`src/rtl/dtu_pkg.sv`:
```
// Shared definitions for the deadline timer unit.
// Assumes one operation is issued per cycle, with a 3-bit opcode.
package dtu_pkg;
    typedef enum logic [2:0] {
        OP_NONE   = 3'd0,
        OP_READ   = 3'd1,
        OP_WAIT   = 3'd2,
        OP_ARM    = 3'd3,
        OP_DISARM = 3'd4
    } dtu_op_e;
endpackage

```
`src/rtl/dtu_clock.sv`:
```
// Free-running time base: advances by STEP on every clock after reset.
// Assumes the counter width is large enough that wrap-around never matters.
module dtu_clock #(
    parameter int TIME_W = 64,
    parameter int STEP   = 20
) (
    input  logic              clk,
    input  logic              rst_n,
    output logic [TIME_W-1:0] now
);
    localparam logic [TIME_W-1:0] INC = TIME_W'(STEP);

    // Advance time by one step per cycle.
    always_ff @(posedge clk) begin
        if (!rst_n) now <= '0;
        else        now <= now + INC;
    end
endmodule

```
`src/rtl/dtu_wait_slot.sv`:
```
// Per-thread blocking wait. A start with a future target holds stall
// until the time base reaches the target; a target already reached is a no-op.
// Assumes the thread issues no new wait while it is stalled; if it does, the new target wins.
module dtu_wait_slot #(
    parameter int TIME_W = 64
) (
    input  logic              clk,
    input  logic              rst_n,
    input  logic [TIME_W-1:0] now,
    input  logic              start,
    input  logic [TIME_W-1:0] target,
    output logic              stall
);
    logic              waiting_q;
    logic [TIME_W-1:0] target_q;

    // Track the pending target and drop it once time has caught up.
    always_ff @(posedge clk) begin
        if (!rst_n) begin
            waiting_q <= 1'b0;
            target_q  <= '0;
        end else if (start) begin
            waiting_q <= (target > now);
            target_q  <= target;
        end else if (waiting_q && (now >= target_q)) begin
            waiting_q <= 1'b0;
        end
    end

    // Release in the same cycle that time reaches the target.
    always_comb stall = waiting_q && (now < target_q);
endmodule

```
`src/rtl/dtu_deadline_slot.sv`:
```
// Per-thread armed deadline. Fires a one-cycle request once time reaches
// the armed value, then disarms itself. Re-arming replaces the earlier deadline.
// Assumes a disarm in the firing cycle arrives too late to suppress that cycle.
module dtu_deadline_slot #(
    parameter int TIME_W = 64,
    parameter int ADDR_W = 32
) (
    input  logic              clk,
    input  logic              rst_n,
    input  logic [TIME_W-1:0] now,
    input  logic              arm,
    input  logic              disarm,
    input  logic [TIME_W-1:0] arm_ts,
    input  logic [ADDR_W-1:0] arm_addr,
    output logic              fire,
    output logic [ADDR_W-1:0] handler
);
    logic              armed_q;
    logic [TIME_W-1:0] ts_q;

    // Request while armed and the deadline has been reached.
    always_comb fire = armed_q && (now >= ts_q);

    // Record or clear the deadline; a fire clears it.
    always_ff @(posedge clk) begin
        if (!rst_n) begin
            armed_q <= 1'b0;
            ts_q    <= '0;
            handler <= '0;
        end else if (arm) begin
            armed_q <= 1'b1;
            ts_q    <= arm_ts;
            handler <= arm_addr;
        end else if (disarm || fire) begin
            armed_q <= 1'b0;
        end
    end
endmodule

```
`src/rtl/deadline_timer_unit.sv`:
```
// Time-control unit for a multithreaded core: a shared time base, read
// capture, and per-thread wait and deadline slots selected by op_tid.
// Assumes at most one operation per cycle and that the timestamp is built from two register halves.
module deadline_timer_unit #(
    parameter int NUM_THREADS = 8,
    parameter int REG_W       = 32,
    parameter int ADDR_W      = 32,
    parameter int STEP        = 20,
    localparam int TIME_W     = 2 * REG_W,
    localparam int TID_W      = $clog2(NUM_THREADS)
) (
    input  logic                          clk,
    input  logic                          rst_n,
    input  logic                          op_valid,
    input  logic [2:0]                    op_code,
    input  logic [TID_W-1:0]              op_tid,
    input  logic [REG_W-1:0]              ts_hi,
    input  logic [REG_W-1:0]              ts_lo,
    input  logic [ADDR_W-1:0]             handler,
    output logic [TIME_W-1:0]             time_now,
    output logic [TIME_W-1:0]             rd_data,
    output logic [NUM_THREADS-1:0]        stall,
    output logic [NUM_THREADS-1:0]        exc_req,
    output logic [NUM_THREADS*ADDR_W-1:0] exc_addr
);
    import dtu_pkg::*;

    dtu_op_e           op;
    logic [TIME_W-1:0] ts;

    // Decode the opcode and join the timestamp halves.
    always_comb begin
        op = dtu_op_e'(op_code);
        ts = {ts_hi, ts_lo};
    end

    dtu_clock #(.TIME_W(TIME_W), .STEP(STEP)) u_clock (
        .clk   (clk),
        .rst_n (rst_n),
        .now   (time_now)
    );

    // Capture time on a read operation.
    always_ff @(posedge clk) begin
        if (!rst_n)                           rd_data <= '0;
        else if (op_valid && op == OP_READ)   rd_data <= time_now;
    end

    for (genvar t = 0; t < NUM_THREADS; t++) begin : g_thr
        logic sel;

        // Thread select for this slot pair.
        always_comb sel = op_valid && (op_tid == TID_W'(t));

        dtu_wait_slot #(.TIME_W(TIME_W)) u_wait (
            .clk    (clk),
            .rst_n  (rst_n),
            .now    (time_now),
            .start  (sel && op == OP_WAIT),
            .target (ts),
            .stall  (stall[t])
        );

        dtu_deadline_slot #(.TIME_W(TIME_W), .ADDR_W(ADDR_W)) u_dl (
            .clk      (clk),
            .rst_n    (rst_n),
            .now      (time_now),
            .arm      (sel && op == OP_ARM),
            .disarm   (sel && op == OP_DISARM),
            .arm_ts   (ts),
            .arm_addr (handler),
            .fire     (exc_req[t]),
            .handler  (exc_addr[t*ADDR_W +: ADDR_W])
        );
    end
endmodule

```
`config.mk`:
```
export PLATFORM = sky130hd
export DESIGN_NAME = deadline_timer_unit
export DESIGN_NICKNAME = d
export VERILOG_FILES = /design/src/rtl/dtu_pkg.sv /design/src/rtl/dtu_clock.sv /design/src/rtl/dtu_wait_slot.sv /design/src/rtl/dtu_deadline_slot.sv /design/src/rtl/deadline_timer_unit.sv
export SDC_FILE = /design/constraint.sdc
export NUM_CORES = 2
export LEC_CHECK = 0
export BUFFER_PORTS_ARGS = -buffer_cell sky130_fd_sc_hd__buf_2
export CAP_MARGIN = 20
export CELL_PAD_IN_SITES_DETAIL_PLACEMENT = 1
export CELL_PAD_IN_SITES_GLOBAL_PLACEMENT = 1
export CORE_ASPECT_RATIO = 1.25
export CORE_MARGIN = 2
export CORE_UTILIZATION = 46
export DETAILED_ROUTE_END_ITERATION = 10
export PLACE_DENSITY_LB_ADDON = 0.1
export SYNTH_ARGS = -nofsm -noshare
export SYNTH_HDL_FRONTEND = slang
export SYNTH_SLANG_ARGS = --single-unit
```
`constraint.sdc`:
```
create_clock -name clk -period 4.31 [get_ports clk]
set_clock_uncertainty 0.2 [all_clocks]
set_input_delay 0.431 -clock clk [delete_from_list [all_inputs] [get_ports clk]]
set_output_delay 0.431 -clock clk [all_outputs]
set_load 0.03 [all_outputs]
```
==> impl_metrics.env <==
export IMPL_status="finished with violations"
export IMPL_violations="hold timing, setup timing"
export IMPL_yosysSeqAreaShare=0.374
export IMPL_crit_type="reg -> out"
export IMPL_core_area_mm2=0.164
export IMPL_async_flop_share=0
export IMPL_syn_inst=10100
export IMPL_final_core_util=0.546
export IMPL_startpoint_type="register"
export IMPL_syn_area_per_cell_um2=7.53
export IMPL_num_vias=74500
export IMPL_cpMaxStageDelayCell="nand3_1"
export IMPL_peakVddDrop_v=0.000412
export IMPL_crit_required_ps=3680
export IMPL_grt_pass1_vias=77600
export IMPL_crit_fanout=16
export IMPL_synth_seq_cells=1420
export IMPL_setup_viol=1
export IMPL_viasPerCell=5.76
export IMPL_clk_latency_ps=820
export IMPL_mostFrequentLayoutCells="2935 x nand2_1, 1701 x a21oi_1, 1395 x dfxtp_1, 1080 x inv_1, 1051 x ha_1"
export IMPL_layout_drive_gt1_share=0.120
export IMPL_drt_pre_antenna_iters=5
export IMPL_port_buffers=500
export IMPL_drt_initial_drc_count=4788
export IMPL_arrival_ps=3690
export IMPL_whs_ps=-37.5
export IMPL_cts_tree="yes"
export IMPL_cts_clk_slew_worst_paths_ps=60
export IMPL_start_util=0.464
export IMPL_hold_violations=2
export IMPL_dp_hpwl_um=234000
export IMPL_totalPowerFinal_w=0.0299
export IMPL_crit_path_end_kind="output pin"
export IMPL_cap_violations=0
export IMPL_synth_top_family_by_area="simple AND/OR/NAND/NOR gates"
export IMPL_muxShareOfSynthArea=0
export IMPL_final_max_slew_violation_count=0
export IMPL_routed_wl_um=332000
export IMPL_rows=166
export IMPL_fin_crit_sh=1.00
export IMPL_synth_simple_gate_area_share=0.195
export IMPL_max_stage_delay_ps=570
export IMPL_period_minus_slack_ps=4320
export IMPL_synth_warnings=0
export IMPL_area_growth_pct=17.8
export IMPL_track_usage=0.386
export IMPL_clk_path_buf_depth=3
export IMPL_dp_slack_ps=-505
export IMPL_overflow=0
export IMPL_setup_tns_final_ps=-9.62
export IMPL_max_slew_worst_pin_slew_ps=1200
export IMPL_synth_fa_ha_area_frac=0.174
export IMPL_drc_errors=0
export IMPL_nNetsFinal=11800
export IMPL_die_w_um=368
export IMPL_grt_max_degree=134
export IMPL_maxSlewHeadroom=0.192
export IMPL_chipHeight_um=458
export IMPL_hold_path_class="in -> reg"
export IMPL_cts_sinks=1420
export IMPL_antenna_found_initial=25
export IMPL_io_pin_count=505
export IMPL_max_freq_mhz=232
export IMPL_synth_distinct_cells=69
export IMPL_crit_chain="buf_8, ha_1, nand4_1, nor2_1, nand3_1, a21oi_1, o211ai_1, nand3_1, inv_1, buf_2"
export IMPL_synth_compound_area_frac=0.165
export IMPL_synthXorXnorAreaFrac=0.00645
export IMPL_cts_buffers=159
export IMPL_power_density_mw_per_mm2=334
export IMPL_synth_main_ff_cell="dfxtp_1"
export IMPL_final_common_cell="nand2_1"
export IMPL_fp_dieArea_mm2=0.168
export IMPL_crit_top_cell="nand3_1"
export IMPL_drt_wirelength_per_cell_um=25.7
export IMPL_netlist_area_mm2=0.0760
export IMPL_fill_cells=20300
export IMPL_layout_setup_ws_ps=-9.62
export IMPL_grt_pass1_wl_um=489000
export IMPL_p_leak_nw=36.5
export IMPL_ant_nets=0
export IMPL_root_buffer="clkbuf_16"
export IMPL_gp_congestion=0.958
export IMPL_cts_htree_levels=4
export IMPL_synth_edf_count=0
## per-stage QoR
step | std cells | hold slack (ps) | cell area, um2
CTS | 12900 | 16.8 | 89100
finish | 12900 | -37.5 | 89500
detailed placement | 12500 | 244 | 82200
global placement | 12500 | 238 | 82100
global route | 12900 | 25.3 | 89500
floorplan | 10100 | 232 | 76000
## state kept, by name (all words and copies together), names as in the netlist
| name | cells |
|---|---|
| g_thr.u_wait.waiting_q | 8 |
| rd_data | 62 |
| u_clock.now | 62 |
| g_thr.u_wait.target_q | 512 |
| g_thr.u_dl.armed_q | 8 |
| g_thr.u_dl.ts_q | 512 |
| g_thr.u_dl.handler | 256 |
## report_power, final
group | switching [W] | internal (W)
clock network | 0.00592 | 0.00839
logic | 0.00166 | 0.000742
registers | 0.0000384 | 0.0132
total | 0.00762 | 0.0223
## worst max-delay path, delay by kind of cell (launching register included)
| family | cells | cell delay [ps] |
|---|---|---|
| AOI/OAI and AO/OA | 2 | 610 |
| adders and majority gates | 1 | 180 |
| buffers and inverters | 3 | 500 |
| DFF | 1 | 480 |
| and+or+nand+nor | 4 | 1090 |
## synth_stat cells (5+ instances only)
cell	instances	area share
a2111oi_0	12	0.0014
a211o_1	11	0.0013
a211oi_1	31	0.0031
a21boi_0	6	0.00059
a21o_1	226	0.022
a21oi_1	1705	0.11
a221oi_1	34	0.0039
a41oi_1	12	0.0014
and2_1	19	0.0016
and3_1	7	0.00058
and4_1	52	0.0060
buf_1	21	0.0010
buf_2	23	0.0015
buf_4	20	0.0020
clkbuf_1	534	0.026
clkbuf_2	27	0.0018
dfxtp_1	1420	0.37
ha_1	1055	0.17
inv_1	1081	0.053
nand2_1	2953	0.15
nand3_1	94	0.0062
nand3b_1	10	0.00099
nand4_1	163	0.013
nand4bb_1	10	0.0015
nor2_1	175	0.0086
nor2b_1	15	0.0012
nor3_1	48	0.0032
nor4_1	11	0.00091
o211ai_1	35	0.0035
o21a_1	9	0.00089
o21ai_0	113	0.0074
o22ai_1	14	0.0012
o31ai_1	10	0.00099
o32ai_1	10	0.0012
or2_2	6	0.00049
or3_1	5	0.00041
or4_1	8	0.00079
xnor2_1	56	0.0065
## cell families after synthesis
kind of cell | after synthesis
AO/OA/AOI/OAI | 2259
flip-flops | 1420
XOR/XNOR | 56
adder cells (fa/ha/maj) | 1055
other | 1
buffers and inverters | 1707
AND/OR/NAND/NOR | 3597
## path summary, 6_finish.rpt
kind | startpoint | endpoint | slack [ps] | cells past startpoint
setup reg to reg | u_clock.now[4] | g_thr[0].u_wait.waiting_q | 270 | 12
hold reg to reg | g_thr[2].u_dl.handler[13] | g_thr[2].u_dl.handler[13] | 250 | 2
hold / removal | rst_n | rd_data[11] | -40 | 3
setup / recovery | u_clock.now[63] | stall[4] | -10 | 10
## cell type report
type | instances | area, um2 | area share
Tap cell | 2184 | 2730 | 0.0305
Clock inverter | 52 | 706 | 0.00788
Sequential cell | 1420 | 28500 | 0.318
Timing Repair Buffer | 977 | 6940 | 0.0776
Multi-Input combinational cell | 6971 | 41900 | 0.468
Antenna cell | 13 | 32.5 | 0.000363
Inverter | 1082 | 4070 | 0.0455
Clock buffer | 233 | 4630 | 0.0518
## metal layers
metal | global-route usage | share of wire
met1 | 0.418 | 0.37
met2 | 0.661 | 0.47
met3 | 0.0643 | 0.056
met4 | 0.317 | 0.098
met5 | 0 | 0
## repair_timing
item | 4_1_cts | 5_1_grt
setup endpoints to repair | 17 | 16
gates resized for setup | 165 | 58
hold buffers | 96 | 0
pin swaps | 32 | 30
hold endpoints to repair | 1267 | 0
setup buffers | 5 | 7
cloned | 0 | 1
Power figures use the tool's default switching activity.
